`config.mk`:
```
export PLATFORM = sky130hd
export DESIGN_NAME = stepv_prog_ctrl
export DESIGN_NICKNAME = d
export VERILOG_FILES = /design/src/rtl/stepv_prog_ctrl.sv
export SDC_FILE = /design/constraint.sdc
export NUM_CORES = 1
export LEC_CHECK = 0
export ABC_AREA = 1
export BUFFER_PORTS_ARGS = -buffer_cell sky130_fd_sc_hd__buf_2
export CAP_MARGIN = 10
export CORE_ASPECT_RATIO = 1.25
export CORE_MARGIN = 5
export CORE_UTILIZATION = 45
export CTS_CLUSTER_DIAMETER = 30
export DETAILED_ROUTE_END_ITERATION = 16
export PLACE_DENSITY = 0.77
export SLEW_MARGIN = 20
export SYNTH_ARGS = -nofsm -noshare
export SYNTH_HDL_FRONTEND = slang
export SYNTH_SLANG_ARGS = --single-unit
export TNS_END_PERCENT = 20
```
`constraint.sdc`:
```
create_clock -name clk -period 3.3 [get_ports clk]
set_input_delay 0.495 -clock clk [delete_from_list [all_inputs] [get_ports clk]]
set_output_delay 0.495 -clock clk [all_outputs]
set_load 0.005 [all_outputs]
```
`src/rtl/stepv_prog_ctrl.sv`:
```
module stepv_prog_ctrl #(
  parameter int VW = 6,
  parameter int GW = 8,
  parameter int CLK_NS = 10,
  parameter int RISE_NS = 20,
  parameter int WIDTH_NS = 300,
  parameter int SFALL_NS = 1500,
  parameter int FFALL_NS = 20,
  localparam int RISE_C = (RISE_NS + CLK_NS - 1) / CLK_NS,
  localparam int WID_C = (WIDTH_NS + CLK_NS - 1) / CLK_NS,
  localparam int SFALL_C = (SFALL_NS + CLK_NS - 1) / CLK_NS,
  localparam int FFALL_C = (FFALL_NS + CLK_NS - 1) / CLK_NS,
  localparam int TOT_MAX = RISE_C + WID_C + ((SFALL_C > FFALL_C) ? SFALL_C : FFALL_C),
  localparam int DW = $clog2(TOT_MAX + 1)
) (
  input  logic          clk,
  input  logic          rst_n,
  input  logic          start,
  input  logic [GW-1:0] g_lo,
  input  logic [GW-1:0] g_hi,
  input  logic [VW-1:0] v_init,
  input  logic [VW-1:0] v_max,
  input  logic [VW-1:0] v_step,
  input  logic [GW-1:0] rd_data,
  input  logic          rd_valid,
  output logic          pulse_req,
  output logic          pulse_kind,
  output logic [VW-1:0] pulse_v,
  output logic          slow_fall,
  output logic [DW-1:0] rise_cyc,
  output logic [DW-1:0] on_cyc,
  output logic [DW-1:0] fall_cyc,
  output logic          read_req,
  output logic          done,
  output logic          in_win,
  output logic [VW-1:0] v_final
);
  localparam int CODE_MAX = (1 << VW) - 1;

  typedef enum logic [2:0] {S_IDLE, S_PULSE, S_WAIT, S_READ, S_RWAIT, S_EVAL} state_t;
  typedef enum logic [1:0] {P_INIT, P_SET, P_RST} phase_t;

  state_t state;
  phase_t phase;
  logic [GW-1:0] glo_q, ghi_q, g_q;
  logic [VW-1:0] vmax_q, step_q, v_q;
  logic [DW-1:0] cnt;
  logic kind, floor_hit;

  logic [VW:0]   v_sum;
  logic [VW-1:0] v_up, v_dn;
  logic set_go, rst_go;

  assign v_sum  = {1'b0, v_q} + {1'b0, step_q};
  assign v_up   = (v_sum > CODE_MAX) ? VW'(CODE_MAX) : v_sum[VW-1:0];
  assign v_dn   = (v_q > step_q) ? v_q - step_q : '0;
  assign set_go = (v_q < vmax_q) && (g_q < glo_q);
  assign rst_go = !floor_hit && (v_q < vmax_q) && (g_q > ghi_q);

  assign pulse_req  = (state == S_PULSE);
  assign read_req   = (state == S_READ);
  assign pulse_kind = kind;
  assign pulse_v    = (phase == P_INIT) ? vmax_q : v_q;
  assign slow_fall  = ~kind;
  assign rise_cyc   = DW'(RISE_C);
  assign on_cyc     = DW'(WID_C);
  assign fall_cyc   = kind ? DW'(FFALL_C) : DW'(SFALL_C);

  always_ff @(posedge clk or negedge rst_n) begin
    if (!rst_n) begin
      state <= S_IDLE;
      phase <= P_INIT;
      glo_q <= '0;
      ghi_q <= '0;
      g_q <= '0;
      vmax_q <= '0;
      step_q <= '0;
      v_q <= '0;
      cnt <= '0;
      kind <= 1'b1;
      floor_hit <= 1'b0;
      done <= 1'b0;
      in_win <= 1'b0;
      v_final <= '0;
    end else begin
      case (state)
        S_IDLE: if (start) begin
          glo_q <= g_lo;
          ghi_q <= g_hi;
          vmax_q <= v_max;
          step_q <= (v_step == '0) ? VW'(1) : v_step;
          v_q <= v_init;
          phase <= P_INIT;
          kind <= 1'b1;
          floor_hit <= 1'b0;
          done <= 1'b0;
          in_win <= 1'b0;
          state <= S_PULSE;
        end
        S_PULSE: begin
          cnt <= rise_cyc + on_cyc + fall_cyc;
          state <= S_WAIT;
          if (phase != P_INIT) begin
            if (!kind) v_q <= v_up;
            else begin
              v_q <= v_dn;
              floor_hit <= (v_q == '0);
            end
          end
        end
        S_WAIT: begin
          if (cnt == DW'(1)) state <= S_READ;
          else cnt <= cnt - 1'b1;
        end
        S_READ: state <= S_RWAIT;
        S_RWAIT: if (rd_valid) begin
          g_q <= rd_data;
          state <= S_EVAL;
        end
        S_EVAL: begin
          if (phase != P_RST && set_go) begin
            phase <= P_SET;
            kind <= 1'b0;
            state <= S_PULSE;
          end else if (rst_go) begin
            phase <= P_RST;
            kind <= 1'b1;
            state <= S_PULSE;
          end else begin
            done <= 1'b1;
            in_win <= (g_q >= glo_q) && (g_q <= ghi_q);
            v_final <= v_q;
            state <= S_IDLE;
          end
        end
        default: state <= S_IDLE;
      endcase
    end
  end
endmodule

```
==> run_results.csv, run 1 <==
group,metric,value,unit
power_and_ir_drop,ir_drop,599,uV
logic_synthesis,synthesis.area,0.00427,mm^2
clock_tree,cts_buffer_depth,2,
logic_synthesis,yosys.area_share.simple,0.235,
timing,tns,0,ns
layout,synthToLayoutAreaGrowth,13.7,%
logic_synthesis,synth-main-ff-cell,"dfrtp_1",
route,first_iter_violations,226,
clock_tree,cts_resized,0,
route,routed_wl,10.0,mm
logic_synthesis,ys_types,38,
clock_tree,cts-root-buf,"clkbuf_16",
clock_tree,clock_latency,0.33,ns
layout,antenna_cells,0,
worst_setup_path,critPathLaunch,"phase[1]",
timing,finalClockSkew,0.00341,ns
timing,maxSlewHeadroom,0.453,
timing,timing.final.crit_period,2.29,ns
timing,finalHoldViolations,0,
logic_synthesis,synth_seq_cells,65,
placed_design,routabilityCongestion,0.905,
route,avgViaCountPerCell,4.97,
logic_synthesis,synth_area_per_cell,7.82,um^2
worst_setup_path,cp-start-kind,"flop",
logic_synthesis,synth-compound-area-share,0.100,
timing,worst_pin_slew,0.821,ns
logic_synthesis,async_reset_ff_frac,1.00,
route,wl_per_cell,13.6,um
grt,grt_max_degree,66,
timing,fmax,436,MHz
placed_design,dp_hpwl,7.71,mm
route,drt_first_pass_iters,4,
clock_tree,cts_setup_buffers,0,
logic_synthesis,synthMuxAreaShare,0.0185,
layout,drive_above_1_share,0.179,
timing,rsz0062_at_grt,"false",
logic_synthesis,synthMostInstantiatedCell,"nand2_1",
die,fp-row-count,39,
die,dieArea,0.0115,mm^2
route,ant_nets,0,
grt,grt_use_total,0.180,
clock_tree,htree_levels,3,
logic_synthesis,synth_xor_area_frac,0.0144,
die,die_x,97.1,um
grt,grt_pass1_vias,3767,
die,core_area,0.00922,mm^2
grt,grt_antenna_before_repair,0,
logic_synthesis,synth-adder-area-share,0.112,
run_status,run_status,"completed",
worst_setup_path,end_kind,"output port",
logic_synthesis,synth_largest_area_cell,"dfrtp_1",
route,routed-via-count,3655,
timing,finalSetupViolCount,0,
die,io_pins,88,
worst_setup_path,reg2reg_from,"v_q[0]",
clock_tree,cts_hold_buffers,0,
run,max_cap_viol_count,0,
logic_synthesis,synth.top_cell.area_share,0.375,
route,drc,0,
worst_setup_path,critPathKind,"flop to output port",
timing,min_period_over_period,0.695,
worst_setup_path,arrival,1.80,ns
logic_synthesis,synth_top_family_by_area,"simple AND/OR/NAND/NOR gates",
clock_tree,cts_sinks,65,
clock_tree,cts_made_buffers,9,
worst_setup_path,critPathMaxFanout,13,
logic_synthesis,synth-edff-count,0,
layout,nets,691,
die,initial_core_util,0.463,
hold_path,hold_class,"input port to asynchronous set/reset pin",
logic_synthesis,synth.area.top_cells,"dfrtp_1 38%, nand2_1 12%, ha_1 10%",
die,die_h,119,um
worst_setup_path,crit_required,2.80,ns
power_and_ir_drop,powerDensity,1110,mW/mm^2
logic_synthesis,synth.yosys.seq_area_share,0.381,
timing,drv_slew,0,
logic_synthesis,synth_common_cells,"135 x nand2_1, 75 x inv_1, 64 x dfrtp_1, 44 x nor2_1, 37 x o21ai_0",
layout,fillerInstances,868,
logic_synthesis,yosysWarnings,0,
timing,worst_hold_slack,0.342,ns
logic_synthesis,postSynthCellCount,546,
power_and_ir_drop,p_leak,2.61,nW
grt,grt-ovfl-total,0,
placed_design,port_buffers,66,
grt,grt_pass1_wl,17.0,mm
clock_tree,clk_pin_slew_worst_paths,0.05,ns
clock_tree,tritoncts,"done",
==> metal layers <==
layer | part of all wire | up-vias | wire (um) | GRT usage
li1 | - | 1815 | - | -
met4 | 0.032 | 0 | 317 | 0.0834
met5 | 0 | - | 0 | 0
met3 | 0.063 | 26 | 631 | 0.0497
met2 | 0.50 | 118 | 5040 | 0.316
met1 | 0.40 | 1696 | 4020 | 0.204
==> registers in the layout, indices dropped and copies added, names as in the netlist, 2 cells and up <==
name     flops
vmax_q       6
g_q          8
v_q          6
ghi_q        8
state        3
step_q       6
v_final      6
phase        2
glo_q        8
cnt          8
==> layout by cell type (no fill, tap or decap), drive strengths merged, types with 2 or more instances in the layout <==
master  instances
a31oi           5
nor2           48
buf            67
o21ai          45
o21a            2
o211ai          2
clkbuf         10
fa              2
dfrtp          64
inv            81
nor4            2
nand3          27
nor3            5
xor2            4
ha             35
mux2            7
a21oi          26
xnor2           3
nand2         140
conb           21
clkinv          4
nand4           7
==> kinds of logic (layout without fill, tap and decap cells) <==
group	after synthesis	in the layout
flip-flops	65	65
adder cells (fa/ha/maj)	37	37
multiplexers	7	7
XOR/XNOR	7	7
AO/OA/AOI/OAI	81	81
AND/OR/NAND/NOR	231	231
other	2	21
buffers and inverters	116	164
==> worst paths after layout <==
kind,slack [ns],cells after the start,endpoint
hold / removal,0.34,2,g_q[1]
hold reg to reg,0.49,2,v_final[2]
max in group asynchronous,2.42,2,step_q[4]
setup reg to reg,1.11,14,v_q[2]
min in group clk,0.38,3,ghi_q[1]
setup / recovery,1.01,4,pulse_v[4]
==> area by class of cell <==
| type | count | area [um^2] | share of cell area |
|---|---|---|---|
| Clock buffer | 10 | 239 | 0.0493 |
| Clock inverter | 6 | 57.6 | 0.0119 |
| Inverter | 81 | 307 | 0.0632 |
| Multi-Input combinational cell | 384 | 2130 | 0.439 |
| Sequential cell | 65 | 1630 | 0.335 |
| Tap cell | 123 | 154 | 0.0317 |
| Timing Repair Buffer | 67 | 338 | 0.0696 |
==> worst max-delay path, stage by stage (launching register included) <==
cell	delay, ns
dfrtp_1	0.40
nor2_1	0.63
nand2_1	0.12
o21ai_0	0.15
buf_2	0.16
==> power by group <==
group	internal, mW	leakage (nW)	switching (mW)
registers	1.18	0.793	0.302
clock network	0.599	0.148	0.341
logic	1.10	1.67	1.88
==> per-stage QoR <==
stage	setup WS (ns)	instance area [um^2]	utilization	std cells	power [mW]
4_1_cts	0.999	4850	0.526	736	5.43
3_5_place_dp	1.17	4560	0.494	720	4.43
5_1_grt	0.817	4850	0.526	736	5.94
2_1_floorplan	1.47	4340	-	565	3.68
3_3_place_gp	1.25	4560	0.494	720	4.31
6_report	1.01	4850	0.526	736	5.40
(Power assumes the default switching activity.)
==> inputs of run 2 (changes only) <==
- ABC_AREA: 1 -> 0
- PLACE_DENSITY: 0.77 -> 0.79
- clock period: 3.3 -> 2.04 ns (I/O delays scaled with it)
==> run_results.csv, run 2 <==
group,metric,value,unit
worst_setup_path,crit_required,2.23,ns
worst_setup_path,end_kind,"flop",
worst_setup_path,critical-path-slowest-cell,"dfrtp_1",
logic_synthesis,ys_types,59,
timing,rsz0062_at_grt,"true",
logic_synthesis,synthMostInstantiatedCell,"dfrtp_1",
power_and_ir_drop,p_leak,2.56,nW
grt,grt_antenna_before_repair,0,
worst_setup_path,path_buf_inv,2,
timing,finalWorstSetupSlack,-0.145,ns
die,initial_core_util,0.454,
worst_setup_path,cp_num_cells,10,
timing,drv_slew,0,
logic_synthesis,synth_area_per_cell,9.16,um^2
logic_synthesis,synth_largest_area_cell,"dfrtp_1",
placed_design,routabilityCongestion,0.954,
route,first_iter_violations,246,
run_status,violations,"setup timing",
clock_tree,cts_hold_buffers,0,
clock_tree,htree_levels,3,
logic_synthesis,synth.top_cell.area_share,0.373,
layout,final_common_cell,"buf_2",
die,fp-row-count,40,
placed_design,dp_slack,-0.238,ns
layout,drive_above_1_share,0.365,
power_and_ir_drop,finalPower,11.1,mW
grt,grt-ovfl-total,0,
worst_setup_path,arrival,2.38,ns
worst_setup_path,slowest_delay,0.41,ns
route,routed-via-count,3858,
logic_synthesis,synth_top_family_by_area,"compound AO/OA/AOI/OAI gates",
route,drc,0,
logic_synthesis,synth-edff-count,0,
logic_synthesis,synth.yosys.seq_area_share,0.379,
hold_path,hold_class,"input port to asynchronous set/reset pin",
worst_setup_path,critPathMaxFanout,5,
placed_design,dp_hpwl,8.75,mm
power_and_ir_drop,swShare,0.443,
logic_synthesis,synth.area.top_cells,"dfrtp_1 37%, ha_1 10%, buf_4 4.5%",
timing,worst_hold_slack,0.00529,ns
run,max_cap_viol_count,0,
clock_tree,tritoncts,"done",
die,dieArea,0.0116,mm^2
power_and_ir_drop,power_frac_clock,0.130,
clock_tree,cts_sinks,65,
power_and_ir_drop,powerDensity,1990,mW/mm^2
timing,maxSlewHeadroom,0.566,
layout,finish.instance_area,0.00555,mm^2
die,die_x,97.4,um
clock_tree,clock_latency,0.33,ns
placed_design,dpl-instance-area,0.00504,mm^2
timing,min_period_over_period,1.07,
timing,timing.final.crit_period,2.19,ns
die,io_pins,88,
timing,finalClockSkew,0.00512,ns
power_and_ir_drop,p_sw,4.91,mW
route,routed_wl,11.7,mm
timing,fmax,458,MHz
logic_synthesis,synthMuxAreaShare,0.0390,
power_and_ir_drop,p_int,6.16,mW
logic_synthesis,synth_common_cells,"64 x dfrtp_1, 47 x nand2_1, 41 x inv_1, 37 x o21ai_0, 35 x ha_1",
logic_synthesis,synth_xor_area_frac,0.0143,
logic_synthesis,yosys.area_share.simple,0.172,
power_and_ir_drop,pwr-share-comb,0.654,
timing,finalHoldViolations,0,
grt,grt_pass1_vias,3986,
worst_setup_path,worst_path_most_repeated_cell,"inv_2",
worst_setup_path,cp_top_family,"compound AO/OA/AOI/OAI gates",
logic_synthesis,postSynthCellCount,469,
placed_design,port_buffers,66,
layout,fillerInstances,789,
route,drt_first_pass_iters,4,
logic_synthesis,synth_seq_cells,65,
route,avgViaCountPerCell,5.46,
grt,grt_use_total,0.204,
route,ant_nets,0,
layout,synthToLayoutAreaGrowth,29.2,%
clock_tree,cts_buffer_depth,2,
run_status,run_status,"finished, violations left",
logic_synthesis,yosysWarnings,0,
logic_synthesis,async_reset_ff_frac,1.00,
worst_setup_path,path_cells,"inv_2 -> ha_4 -> inv_2 -> fa_2 -> a21o_1 -> a21oi_2 -> o21a_1 -> nor4_4 -> a221oi_2 -> a21oi_1",
layout,nets,659,
grt,grt_max_degree,34,
clock_tree,clk_pin_slew_worst_paths,0.06,ns
die,core_area,0.00946,mm^2
layout,antenna_cells,0,
power_and_ir_drop,ir_drop,1060,uV
clock_tree,cts_made_buffers,9,
grt,grt_pass1_wl,19.2,mm
die,die_h,119,um
logic_synthesis,synth-compound-area-share,0.185,
logic_synthesis,synthesis.area,0.00430,mm^2
timing,worst_pin_slew,0.652,ns
route,wl_per_cell,16.5,um
worst_setup_path,cp-start-kind,"flop",
worst_setup_path,reg2reg_depth,10,
layout,mostFrequentLayoutCells,"66 x buf_2, 61 x dfrtp_1, 50 x buf_4",
power_and_ir_drop,pwr-share-seq,0.216,
logic_synthesis,synth-adder-area-share,0.111,
logic_synthesis,synth-main-ff-cell,"dfrtp_1",
clock_tree,cts-root-buf,"clkbuf_16",
worst_setup_path,critPathKind,"flop to flop",
timing,finalSetupViolCount,4,
-- run 2: changes by cell type in the layout (fill, tap and decap cells not counted), moves of 10 or more --
cell	change
buf_4	+49
nor2_1	-23
nand2_1	-88
o211ai_1	+10
inv_1	-41
nand3_1	-10
-- run 2: logic make-up after synthesis --
| family | count (synthesis) |
|---|---|
| simple gates | 140 |
| xor+xnor | 7 |
| fa+ha+maj | 37 |
| flops | 65 |
| compound gates | 120 |
| other cells | 2 |
| buf+inv | 83 |
| mux | 15 |
-- run 2: per-stage QoR --
stage | utilization | TNS, ns | cells
after floorplan | - | -0.00389 | 488
after global placement | 0.533 | -0.683 | 687
after detailed placement | 0.533 | -1.71 | 687
after CTS | 0.581 | -0.539 | 705
after global routing | 0.587 | -1.65 | 707
final | 0.587 | -0.408 | 707
-- run 2: power groups by stage --
stage | Clock [mW] | Sequential, mW | Combinational [mW]
after CTS | 1.45 | 2.37 | 6.94
after floorplan | 0 | 2.29 | 4.07
final | 1.44 | 2.39 | 7.24
after global placement | 0 | 2.32 | 6.06
after global routing | 1.52 | 2.45 | 7.94
after detailed placement | 0 | 2.35 | 6.34
-- run 2: cell type report --
class	instances	area, um^2	area share
Timing Repair Buffer	119	757	0.136
Clock buffer	11	253	0.0455
Multi-Input combinational cell	340	2570	0.463
Inverter	41	154	0.0277
Tap cell	126	158	0.0284
Sequential cell	65	1630	0.294
Clock inverter	5	30.0	0.00541
-- run 2: repair_timing --
item | in CTS | in global routing
buffers inserted | 2 | 2
endpoints found under the hold margin | 0 | 0
gates resized for setup | 32 | 16
setup endpoints to repair | 17 | 22
pin swaps | 12 | 9
-- run 2: path summary, 6_finish.rpt --
check                         from       end  slack (ns)
min in group clk           g_hi[5]  ghi_q[5]        0.18
max reg2reg                 v_q[0]    v_q[2]       -0.15
min reg2reg                 cnt[4]    cnt[4]        0.51
max                         v_q[0]    v_q[2]       -0.15
max in group asynchronous    rst_n    v_q[2]        1.40
min                          rst_n    in_win       0.005
-- run 2: routing by layer --
| metal | GRT usage | part of all wire | vias up |
|---|---|---|---|
| met3 | 0.0451 | 0.054 | 34 |
| met2 | 0.385 | 0.54 | 125 |
| met4 | 0.0831 | 0.032 | 0 |
| met5 | 0 | 0 | - |
| li1 | - | - | 1829 |
| met1 | 0.216 | 0.37 | 1870 |
==> inputs of run 3 (changes only) <==
- PLACE_DENSITY: 0.79 -> 0.77
- SKIP_CTS_REPAIR_TIMING: default -> 1
- clock period: 2.04 -> 2.7 ns (I/O delays scaled with it)
==> run_results.csv, run 3 (synthesis results as in run 2) <==
group,metric,value,unit
power_and_ir_drop,powerDensity,1420,mW/mm^2
route,drc,0,
power_and_ir_drop,p_leak,2.34,nW
power_and_ir_drop,swShare,0.450,
grt,grt_use_total,0.184,
die,core_area,0.00946,mm^2
route,first_iter_violations,250,
route,ant_nets,0,
timing,rsz0062_at_grt,"false",
layout,final_common_cell,"buf_2",
timing,timing.final.crit_period,2.43,ns
layout,synthToLayoutAreaGrowth,16.1,%
grt,grt_pass1_vias,3681,
die,io_pins,88,
timing,worst_pin_slew,0.868,ns
placed_design,routabilityCongestion,0.886,
clock_tree,cts_made_buffers,9,
layout,antenna_cells,0,
timing,min_period_over_period,0.900,
layout,drive_above_1_share,0.223,
worst_setup_path,end_kind,"flop",
layout,fillerInstances,866,
clock_tree,cts-root-buf,"clkbuf_16",
worst_setup_path,crit_required,2.87,ns
timing,tns,0,ns
worst_setup_path,cp-start-kind,"flop",
placed_design,dp.cells,647,
die,die_x,97.4,um
route,wl_per_cell,15.6,um
timing,finalHoldViolations,0,
hold_path,hold_class,"input port to asynchronous set/reset pin",
die,fp-row-count,40,
clock_tree,htree_levels,3,
clock_tree,clock_latency,0.33,ns
placed_design,dp_hpwl,7.78,mm
power_and_ir_drop,p_int,3.90,mW
worst_setup_path,critPathMaxFanout,6,
die,initial_core_util,0.454,
die,die_h,119,um
grt,grt_antenna_before_repair,0,
layout,nets,615,
layout,multiInputGateArea,0.00233,mm^2
timing,finalClockSkew,0.00581,ns
power_and_ir_drop,pwr-share-seq,0.261,
run,max_cap_viol_count,0,
route,drt_first_pass_iters,4,
timing,fmax,412,MHz
power_and_ir_drop,pwr-share-comb,0.561,
run_status,run_status,"completed",
clock_tree,cts_buffer_depth,2,
grt,grt_max_degree,66,
timing,drv_slew,0,
worst_setup_path,critPathKind,"flop to flop",
die,dieArea,0.0116,mm^2
layout,finalNonFillerCells,663,
route,routed-via-count,3613,
route,avgViaCountPerCell,5.45,
timing,finalSetupViolCount,0,
placed_design,port_buffers,66,
layout,seq_area,0.00163,mm^2
power_and_ir_drop,p_sw,3.19,mW
clock_tree,cts_sinks,65,
route,routed_wl,10.4,mm
timing,maxSlewHeadroom,0.419,
clock_tree,tritoncts,"done",
power_and_ir_drop,power_frac_clock,0.178,
grt,grt_pass1_wl,17.5,mm
power_and_ir_drop,ir_drop,846,uV
grt,grt-ovfl-total,0,
worst_setup_path,arrival,2.60,ns
layout,mostFrequentLayoutCells,"66 x buf_2, 64 x dfrtp_1, 47 x nand2_1",
clock_tree,clk_pin_slew_worst_paths,0.06,ns
[run 3: cell count changes in the layout (fill, tap and decap cells not counted), sizes merged]
cell,delta
clkinv,-3
clkinvlp,-1
buf,-44
clkbuf,+1
inv,+1
bufinv,+2
[run 3: final timing paths]
check	start	to	slack (ns)	cells after the start
setup / recovery	v_q[0]	v_q[2]	0.27	10
hold / removal	rst_n	glo_q[2]	0.26	2
setup reg to reg	v_q[0]	v_q[2]	0.27	10
hold reg to reg	ghi_q[0]	ghi_q[0]	0.51	1
max in group asynchronous	rst_n	step_q[5]	1.91	2
min in group clk	g_lo[1]	glo_q[1]	0.28	3
[run 3: power groups by stage]
stage               logic (mW)  registers [mW]  clock network [mW]
finish                    3.97            1.85                1.26
detailed placement        3.89            1.86                   0
global route              4.49            1.93                1.32
CTS                       3.94            1.85                1.27
global placement          3.79            1.83                   0
floorplan                 2.97            1.72                   0
[run 3: final cells by class]
| cell class | instances | area share |
|---|---|---|
| clock buffers | 12 | 0.0494 |
| clock inverters | 4 | 0.0153 |
| inverters | 41 | 0.0308 |
| multi-input cells | 340 | 0.467 |
| flip-flops and latches | 65 | 0.326 |
| well taps | 126 | 0.0316 |
| repair buffers | 75 | 0.0797 |
[run 3: critical path, stage by stage, from the launching register on]
cell,delay [ns]
dfrtp_1,0.44
inv_1,0.12
ha_1,0.17
inv_1,0.06
fa_1,0.40
a21o_1,0.18
a21oi_1,0.21
o21a_1,0.21
nor4_4,0.08
a221oi_1,0.30
a21oi_1,0.12
[run 3: per-stage QoR]
step                       util  total power, mW  worst slack [ns]  cell area [um^2]  hold slack (ns)
final                     0.528             7.08             0.271              4990            0.256
after global routing      0.528             7.73            0.0916              4990            0.286
after global placement    0.493             5.63             0.349              4660            0.479
after CTS                 0.527             7.07             0.187              4980            0.274
after floorplan               -             4.69             0.566              4370            0.109
after detailed placement  0.493             5.75             0.204              4660            0.503
[run 3: metal layers]
layer,vias up,wire length [um],global-route usage
li1,1746,-,-
met1,1724,4070,0.213
met2,116,5470,0.327
met3,27,543,0.0351
met4,0,279,0.0857
met5,-,0,0
